`config.mk`:
```
export PLATFORM = sky130hd
export DESIGN_NAME = qpsram_burst_rd
export DESIGN_NICKNAME = d
export VERILOG_FILES = /design/src/rtl/qpb_pkg.sv /design/src/rtl/qpb_hdr.sv /design/src/rtl/qpb_capture.sv /design/src/rtl/qpb_fifo.sv /design/src/rtl/qpsram_burst_rd.sv
export SDC_FILE = /design/constraint.sdc
export NUM_CORES = 2
export LEC_CHECK = 0
export BUFFER_PORTS_ARGS = -buffer_cell sky130_fd_sc_hd__buf_2
export CORE_MARGIN = 2
export CORE_UTILIZATION = 50
export CTS_BUF_LIST = sky130_fd_sc_hd__clkbuf_8
export DETAILED_ROUTE_END_ITERATION = 10
export PLACE_DENSITY = 0.66
export SYNTH_ARGS = -nofsm -noshare
export SYNTH_HDL_FRONTEND = slang
export SYNTH_SLANG_ARGS = --single-unit
```
`constraint.sdc`:
```
create_clock -name clk -period 5.6 [get_ports clk]
set_clock_uncertainty 0.1 [all_clocks]
set_input_delay 0.84 -clock clk [delete_from_list [all_inputs] [get_ports clk]]
set_output_delay 0.84 -clock clk [all_outputs]
set_load 0.1 [all_outputs]
```
`src/rtl/qpb_pkg.sv`:
```
package qpb_pkg;

  typedef enum logic [2:0] {
    ST_IDLE,
    ST_HDR,
    ST_WAIT,
    ST_DATA,
    ST_TAIL,
    ST_FLUSH
  } qpb_state_t;

  localparam logic [7:0] READ_OPCODE = 8'hEB;
  localparam int         HDR_CLKS    = 8;

  function automatic logic [31:0] make_header(input logic [23:0] chip_addr);
    return {READ_OPCODE, chip_addr};
  endfunction

endpackage

```
`src/rtl/qpb_hdr.sv`:
```
module qpb_hdr #(
  parameter int LANES = 4,
  parameter int NIB_W = 4
) (
  input  logic [31:0]            hdr,
  input  logic [2:0]             idx,
  output logic [LANES*NIB_W-1:0] lanes
);
  logic [2:0]       sel;
  logic [NIB_W-1:0] nib;

  always_comb begin
    sel = 3'd7 - idx;
    nib = hdr[{sel, 2'b00} +: 4];
  end

  for (genvar g = 0; g < LANES; g++) begin : g_lane
    assign lanes[g*NIB_W +: NIB_W] = nib;
  end
endmodule

```
`src/rtl/qpb_capture.sv`:
```
module qpb_capture #(
  parameter int DQ_W       = 16,
  parameter int SAMPLE_DLY = 1
) (
  input  logic              clk,
  input  logic              rst,
  input  logic              clr,
  input  logic              rise_in,
  input  logic [DQ_W-1:0]   dq_i,
  output logic              beat_cap,
  output logic              word_vld,
  output logic [2*DQ_W-1:0] word
);
  logic [SAMPLE_DLY-1:0] pipe;
  logic [DQ_W-1:0]       hi_q;
  logic                  half_q;

  if (SAMPLE_DLY == 1) begin : g_one
    always_ff @(posedge clk) begin
      if (rst || clr) pipe <= '0;
      else            pipe <= rise_in;
    end
  end else begin : g_chain
    always_ff @(posedge clk) begin
      if (rst || clr) pipe <= '0;
      else            pipe <= {pipe[SAMPLE_DLY-2:0], rise_in};
    end
  end

  assign beat_cap = pipe[SAMPLE_DLY-1];

  always_ff @(posedge clk) begin
    if (rst || clr) begin
      half_q   <= 1'b0;
      hi_q     <= '0;
      word_vld <= 1'b0;
      word     <= '0;
    end else begin
      word_vld <= 1'b0;
      if (beat_cap) begin
        if (!half_q) begin
          hi_q   <= dq_i;
          half_q <= 1'b1;
        end else begin
          word     <= {hi_q, dq_i};
          word_vld <= 1'b1;
          half_q   <= 1'b0;
        end
      end
    end
  end
endmodule

```
`src/rtl/qpb_fifo.sv`:
```
module qpb_fifo #(
  parameter int DW = 32,
  parameter int AW = 6
) (
  input  logic          clk,
  input  logic          rst,
  input  logic          clr,
  input  logic          push,
  input  logic [DW-1:0] push_data,
  output logic          out_valid,
  output logic [DW-1:0] out_data,
  input  logic          out_ready,
  output logic          idle
);
  localparam int DEPTH = 1 << AW;

  logic [DW-1:0] mem [DEPTH];
  logic [AW-1:0] wp, rp;
  logic [AW:0]   cnt;
  logic          pop;

  assign pop  = (cnt != '0) && (!out_valid || out_ready);
  assign idle = (cnt == '0) && !out_valid;

  always_ff @(posedge clk) begin
    if (push) mem[wp] <= push_data;
  end

  always_ff @(posedge clk) begin
    if (pop) out_data <= mem[rp];
  end

  always_ff @(posedge clk) begin
    if (rst || clr) begin
      wp        <= '0;
      rp        <= '0;
      cnt       <= '0;
      out_valid <= 1'b0;
    end else begin
      if (push) wp <= wp + 1'b1;
      if (pop) begin
        rp        <= rp + 1'b1;
        out_valid <= 1'b1;
      end else if (out_ready) begin
        out_valid <= 1'b0;
      end
      cnt <= cnt + {{AW{1'b0}}, push} - {{AW{1'b0}}, pop};
    end
  end
endmodule

```
`src/rtl/qpsram_burst_rd.sv`:
```
module qpsram_burst_rd #(
  parameter int ADDR_W     = 26,
  parameter int LEN_W      = 6,
  parameter int WAIT_CLKS  = 10,
  parameter int SAMPLE_DLY = 1
) (
  input  logic              clk,
  input  logic              rst,
  input  logic              req_valid,
  input  logic [ADDR_W-1:0] req_addr,
  input  logic [LEN_W-1:0]  req_words,
  output logic              busy,
  output logic              done,
  output logic              mem_sck,
  output logic              mem_cs_n,
  output logic [15:0]       mem_dq_o,
  output logic              mem_dq_oe,
  input  logic [15:0]       mem_dq_i,
  output logic              wr_valid,
  input  logic              wr_ready,
  output logic [LEN_W-1:0]  wr_idx,
  output logic [31:0]       wr_data
);
  import qpb_pkg::*;

  localparam int LANES = 4;
  localparam int DQ_W  = LANES * 4;
  localparam int BT_W  = LEN_W + 1;
  localparam int WC_W  = (WAIT_CLKS > 1) ? $clog2(WAIT_CLKS) : 1;
  localparam logic [WC_W-1:0] WC_LAST = WC_W'(WAIT_CLKS - 1);

  qpb_state_t        state;
  logic [31:0]       hdr_q;
  logic [2:0]        hcnt;
  logic [WC_W-1:0]   wcnt;
  logic [BT_W-1:0]   beats_left;
  logic [BT_W-1:0]   caps_left;
  logic [23:0]       chip_addr;
  logic [31:0]       hdr_new;
  logic [DQ_W-1:0]   next_lanes;
  logic              start;
  logic              rise_in;
  logic              beat_cap;
  logic              word_vld;
  logic [2*DQ_W-1:0] word;
  logic              buf_idle;

  assign chip_addr = 24'(req_addr >> 2);
  assign hdr_new   = make_header(chip_addr);
  assign start     = (state == ST_IDLE) && req_valid;
  assign rise_in   = (state == ST_DATA) && !mem_sck;

  qpb_hdr #(.LANES(LANES), .NIB_W(4)) u_hdr (
    .hdr  (hdr_q),
    .idx  (hcnt + 3'd1),
    .lanes(next_lanes)
  );

  qpb_capture #(.DQ_W(DQ_W), .SAMPLE_DLY(SAMPLE_DLY)) u_cap (
    .clk     (clk),
    .rst     (rst),
    .clr     (start),
    .rise_in (rise_in),
    .dq_i    (mem_dq_i),
    .beat_cap(beat_cap),
    .word_vld(word_vld),
    .word    (word)
  );

  qpb_fifo #(.DW(2*DQ_W), .AW(LEN_W)) u_buf (
    .clk      (clk),
    .rst      (rst),
    .clr      (start),
    .push     (word_vld),
    .push_data(word),
    .out_valid(wr_valid),
    .out_data (wr_data),
    .out_ready(wr_ready),
    .idle     (buf_idle)
  );

  always_ff @(posedge clk) begin
    if (rst || start)                wr_idx <= '0;
    else if (wr_valid && wr_ready)   wr_idx <= wr_idx + 1'b1;
  end

  always_ff @(posedge clk) begin
    if (rst) begin
      state      <= ST_IDLE;
      hdr_q      <= '0;
      hcnt       <= '0;
      wcnt       <= '0;
      beats_left <= '0;
      caps_left  <= '0;
      mem_sck    <= 1'b0;
      mem_cs_n   <= 1'b1;
      mem_dq_o   <= '0;
      mem_dq_oe  <= 1'b0;
      busy       <= 1'b0;
      done       <= 1'b0;
    end else begin
      done <= 1'b0;
      if (beat_cap && caps_left != '0) caps_left <= caps_left - 1'b1;
      unique case (state)
        ST_IDLE: begin
          if (req_valid) begin
            hdr_q      <= hdr_new;
            beats_left <= {req_words, 1'b0};
            caps_left  <= {req_words, 1'b0};
            hcnt       <= '0;
            wcnt       <= '0;
            mem_cs_n   <= 1'b0;
            mem_dq_oe  <= 1'b1;
            mem_dq_o   <= {LANES{hdr_new[31:28]}};
            busy       <= 1'b1;
            state      <= ST_HDR;
          end
        end
        ST_HDR: begin
          if (!mem_sck) begin
            mem_sck <= 1'b1;
          end else begin
            mem_sck <= 1'b0;
            if (hcnt == 3'(HDR_CLKS - 1)) begin
              mem_dq_oe <= 1'b0;
              mem_dq_o  <= '0;
              state     <= ST_WAIT;
            end else begin
              hcnt     <= hcnt + 1'b1;
              mem_dq_o <= next_lanes;
            end
          end
        end
        ST_WAIT: begin
          if (!mem_sck) begin
            mem_sck <= 1'b1;
          end else begin
            mem_sck <= 1'b0;
            if (wcnt == WC_LAST) state <= ST_DATA;
            else                 wcnt  <= wcnt + 1'b1;
          end
        end
        ST_DATA: begin
          if (!mem_sck) begin
            mem_sck <= 1'b1;
          end else begin
            mem_sck    <= 1'b0;
            beats_left <= beats_left - 1'b1;
            if (beats_left == BT_W'(1)) state <= ST_TAIL;
          end
        end
        ST_TAIL: begin
          if (caps_left == '0) begin
            mem_cs_n <= 1'b1;
            state    <= ST_FLUSH;
          end
        end
        ST_FLUSH: begin
          if (buf_idle && !word_vld) begin
            done  <= 1'b1;
            busy  <= 1'b0;
            state <= ST_IDLE;
          end
        end
        default: state <= ST_IDLE;
      endcase
    end
  end
endmodule

```
Word-level counts from Yosys, hierarchy flattened
Memories as Yosys holds them, arrays and structs flattened. A register that Yosys moved wholly into a read port is not among the register bits.
Index checks and enable logic that the tools add are counted.
- register bits: 147
- bits in writable memories: 2048
- output and inout bits: 60
- word-level logic and storage cells: 138
- memories: 1
- add/subtract/negate cells: 10
- eq/ne operators: 19
- shift operators: 1
- multiplexer cells: 45
- bitwise operators: 3
- reductions and logical operators: 37
- memory list (name ; words ; bits a word ; read ports ; clocked after Yosys merged registers in ; wr ports ; line ; source):
    u_buf.mem ; 64 ; 32 ; 1 ; 1 ; 1 ; qpb_fifo.sv:17 ; logic [DW-1:0] mem [DEPTH];
- operator list (kind ; count):
    $mux 16 ; 3
    $mux 3 ; 12
    $mux 7 ; 5
    $pmux 16 s2 ; 1
    $shiftx 32x6->4 ; 1
    $ne 2x2->1 const B ; 10
    $add 6x1->6 const B ; 3
    $pmux 3 s6 ; 1
    $logic_not 7->1 ; 2
    $mux 1 ; 14
    $pmux 7 s2 ; 1
    $reduce_bool 7->1 ; 2
    $sub 7x1->7 const B ; 2
    $mux 4 ; 3
    $reduce_and 3->1 ; 4
    $reduce_and 4->1 ; 3
    $reduce_bool 2->1 ; 6
    $eq 3x3->1 const B ; 3
    $reduce_and 9->1 ; 1
    $pmux 4 s2 ; 1
    $add 7x1->7 ; 1
    $eq 7x1->1 const B ; 1
    $logic_and 1x1->1 ; 7
    $sub 7x1->7 ; 1
    16 further kinds ; 27

Depth between registers and ports, before layout
- depth after elaboration: 6
- gate-level depth with buffers: 14

Modules after synthesis
A second synthesis with hierarchy kept.
- cells, all modules: 4131
- area, all modules: 85799.8 um2
- modules (own cells, without submodules) (module ; times used ; cells each ; area each (um2) ; sequential area each (um2)):
    qpb_fifo ; 1 ; 3466 ; 80201.9 ; 62860.3
    qpsram_burst_rd ; 1 ; 417 ; 3394.5 ; 1521.5
    qpb_capture ; 1 ; 222 ; 1843.0 ; 1021.0
    qpb_hdr ; 1 ; 26 ; 360.3 ; 0.0

Worst setup path after synthesis
Ideal clock, no wire load.
- kind: register -> register
- start: reg u_buf.wp[5]
- end: mem u_buf.mem[32][0], enable pin
- arrival time: 3.420 ns
- path slack: 1.619 ns
- stages on the path, launching flop included: 6
- path buffers: 1
- period minus slack after synthesis: 3.981 ns
- cells stage by stage: dfxtp_1 clkbuf_1 nand2_1 or2_2 or3_1 nor3_1
- RTL lines (what ; line ; source):
    from (decl) ; qpb_fifo.sv:18 ; logic [AW-1:0] wp, rp;
    from (signal assigned) ; qpb_fifo.sv:40 ; if (push) wp <= wp + 1'b1;
    to (decl) ; qpb_fifo.sv:17 ;
Straight into the memory's write port.

==> run_results.csv <==
group,metric,value,unit
yosys,synth_area,0.0850,mm²
clocking,clock_latency,1.05,ns
global_route,overflow,0,
critical_path,slowest_delay,0.92,ns
yosys,synthTopCellsByArea,"edfxtp_1 73%, mux4_2 11%, dfxtp_1 3.2%",
sta,rsz0062_at_grt,"false",
worst_hold_path,hp-class,"in2reg",
sta,finalSetupViolations,0,
sta,period_share,0.717,
drt,drt_iter0_markers,5331,
clocking,numCtsBuffers,367,
yosys,synth_edf_count,2080,
layout,post-route-util,0.565,
critical_path,critPathKind,"reg2reg",
placement,gp_congestion,0.795,
layout,instances_no_fill,7086,
critical_path,cp-start-kind,"flip-flop",
layout,post-route-cell-area,0.0955,mm²
sta,finalSetupTns,0,ns
yosys,synth_top_area_cell,"edfxtp_1",
placement,port_buffers,109,
sta,max_clock_freq,249,MHz
clocking,root_buffer,"clkbuf_8",
floorplan,core_area,0.169,mm²
global_route,grt_pass1_vias,43900,
sta,worst_pin_slew,1.33,ns
sta,slew_headroom,0.116,
floorplan,die_w,416,µm
yosys,ys_seq_area_frac,0.766,
yosys,synth_ff_type,"edfxtp_1",
placement,dpl_worst_slack,1.49,ns
yosys,synth_top_area_frac,0.735,
run_status,outcome,"completed",
clocking,clock-sinks,2215,
clocking,clockBufferDepth,4,
clocking,clk_pin_slew_worst_paths,0.06,ns
pwr,p_per_area,402,mW/mm²
sta,fin_ws,1.59,ns
global_route,grt_max_degree,82,
layout,fin_nets,4680,
drt,wl,217,mm
drt,routedWlPerCell,30.6,µm
floorplan,fp.dieArea,0.173,mm²
yosys,ys_top_cells_by_count,"2080 x edfxtp_1, 414 x mux4_2, 210 x nand2_1",
global_route,grt_usage,0.249,
critical_path,cp.required,6.22,ns
placement,hpwl,119,mm
clocking,htreeDepth,5,
critical_path,worstPathArrival,4.63,ns
drt,dr.pass1.iters,6,
yosys,synth.avg_cell_area,20.3,µm²
job,drv_cap,0,
floorplan,rows,151,
placement,dpl-instance-area,0.0887,mm²
sta,finalHoldViolCount,0,
yosys,ys_types,67,
yosys,syn_nets,4268,
placement,dp.cells,6411,
yosys,ys_seq_elements,2215,
critical_path,endpoint_kind,"flip-flop",
critical_path,critPathSlowestCell,"dfxtp_4",
floorplan,start_util,0.503,
drt,drc_errors,0,
global_route,grt_pass1_wl,308,mm
clocking,tritoncts,"done",
yosys,syn_inst,4196,
critical_path,cp_max_fo,39,
drt,viasPerCell,6.21,
layout,drive_gt1_frac,0.251,
pwr,p_leak,32.0,nW
sta,slew_violations,0,
sta,fin_crit,4.01,ns
critical_path,worstPathCellList,"buf_4, mux4_2, a22o_1, a2111oi_0, a221o_1, o21ai_0",
yosys,yosysMostFrequentCell,"edfxtp_1",
yosys,async_flop_share,0,
layout,area_growth,12.3,%
floorplan,die_h,416,µm
drt,ant_nets,0,
yosys,yosysWarnings,0,
pwr,peakVddDrop,448,µV
drt,vias,44000,
floorplan,ios,112,
global_route,antenna_found_initial,9,
## stage by stage
step | hold slack [ns] | power [mW]
after floorplan | 0.332 | 24.7
after global placement | 0.337 | 26.2
after detailed placement | 0.342 | 26.2
after CTS | 0.0388 | 38.7
after global routing | 0.142 | 39.7
final | 0.162 | 38.4
## path summary, 6_finish.rpt
path / from / to / slack (ns) / depth (start not counted)
max: u_buf.rp[0]$_SDFFE_PP0P_ / u_buf.out_data[1]$_DFFE_PP_ / 1.59 / 6
min: wr_ready / u_buf.out_valid$_SDFFE_PP0P_ / 0.16 / 4
max reg2reg: u_buf.rp[0]$_SDFFE_PP0P_ / u_buf.out_data[1]$_DFFE_PP_ / 1.59 / 6
min reg2reg: u_cap.hi_q[7]$_SDFFE_PP0P_ / u_cap.word[23]$_SDFFE_PP0P_ / 0.32 / 2
## kinds of logic (layout without fill, tap and decap cells)
logic type / count (synthesis) / after routing / synth area share
flip-flops: 2215 / 2215 / 0.766
multiplexers: 650 / 650 / 0.142
AO/OA/AOI/OAI: 521 / 521 / 0.0418
AND/OR/NAND/NOR: 493 / 493 / 0.0257
buffers and inverters: 274 / 941 / 0.0185
XOR/XNOR: 23 / 23 / 0.00237
adder cells (fa/ha/maj): 20 / 20 / 0.00303
other: 0 / 5 / 0
## registers in the layout (all words and copies together), names as in the netlist, 3 cells and up
name	flops
state	3
mem_dq_o	4
u_cap.hi_q	16
u_buf.rp	6
hcnt	3
caps_left	7
u_buf.out_data	32
u_buf.wp	6
wr_idx	6
beats_left	7
u_buf.mem	2048
u_buf.cnt	7
hdr_q	25
wcnt	4
u_cap.word	32
## per-layer routing
| layer | routed length [µm] | global-route usage |
|---|---|---|
| met1 | 86500 | 0.349 |
| met2 | 104000 | 0.395 |
| met3 | 21200 | 0.0568 |
| met4 | 5390 | 0.0741 |
| met5 | 0 | 0 |
## layout make-up
cell class                      count  area, µm²
Inverter                           17       63.8
Timing Repair Buffer              300       2240
Antenna cell                        5       12.5
Clock buffer                      384       5290
Clock inverter                    240       1040
Sequential cell                  2215      65200
Tap cell                         2218       2780
Multi-Input combinational cell   1707      18800
Fill cell                       12500      73600
## power by group
group | total, mW | internal, mW | switching (mW)
Sequential | 18.5 | 18.2 | 0.336
Combinational | 7.32 | 2.95 | 4.37
Clock | 12.6 | 6.42 | 6.15
Total | 38.4 | 27.5 | 10.9
## critical path: cells and delay by family, from the launching register on
| family | cells | cell delay (ns) |
|---|---|---|
| buffers and inverters | 1 | 0.46 |
| AO/OA/AOI/OAI | 4 | 1.56 |
| flip-flops | 1 | 0.92 |
| multiplexers | 1 | 0.56 |
## timing repair
| item | CTS | global route |
|---|---|---|
| hold buffers | 46 | 0 |
| hold endpoints to repair | 62 | 0 |
| gates resized for setup | 0 | 0 |
| setup buffers | 0 | 0 |
## layout by cell type (no fill, tap or decap), drive strengths merged, types with 9 or more instances in the layout
| cell | synthesis | routed |
|---|---|---|
| mux4 | 438 | 438 |
| clkinv | 0 | 99 |
| a211oi | 45 | 45 |
| a22oi | 118 | 118 |
| nor3 | 19 | 19 |
| nand3 | 44 | 44 |
| xnor2 | 13 | 13 |
| buf | 151 | 254 |
| a21oi | 160 | 160 |
| clkbuf | 106 | 384 |
| nand2b | 10 | 10 |
| ha | 19 | 19 |
| inv | 17 | 150 |
| a32o | 14 | 14 |
| o21ai | 25 | 25 |
| a22o | 15 | 15 |
| nor2b | 18 | 18 |
| xor2 | 10 | 10 |
| a221oi | 14 | 14 |
| nor2 | 137 | 137 |
| nand2 | 210 | 210 |
| mux2 | 10 | 10 |
| dlygate4sd3 | 0 | 46 |
| and2 | 9 | 9 |
| o22ai | 40 | 40 |
| or3 | 12 | 12 |
| mux2i | 202 | 202 |
| o221ai | 44 | 44 |
| dfxtp | 135 | 135 |
| edfxtp | 2080 | 2080 |
Power figures use the tool's default switching activity.
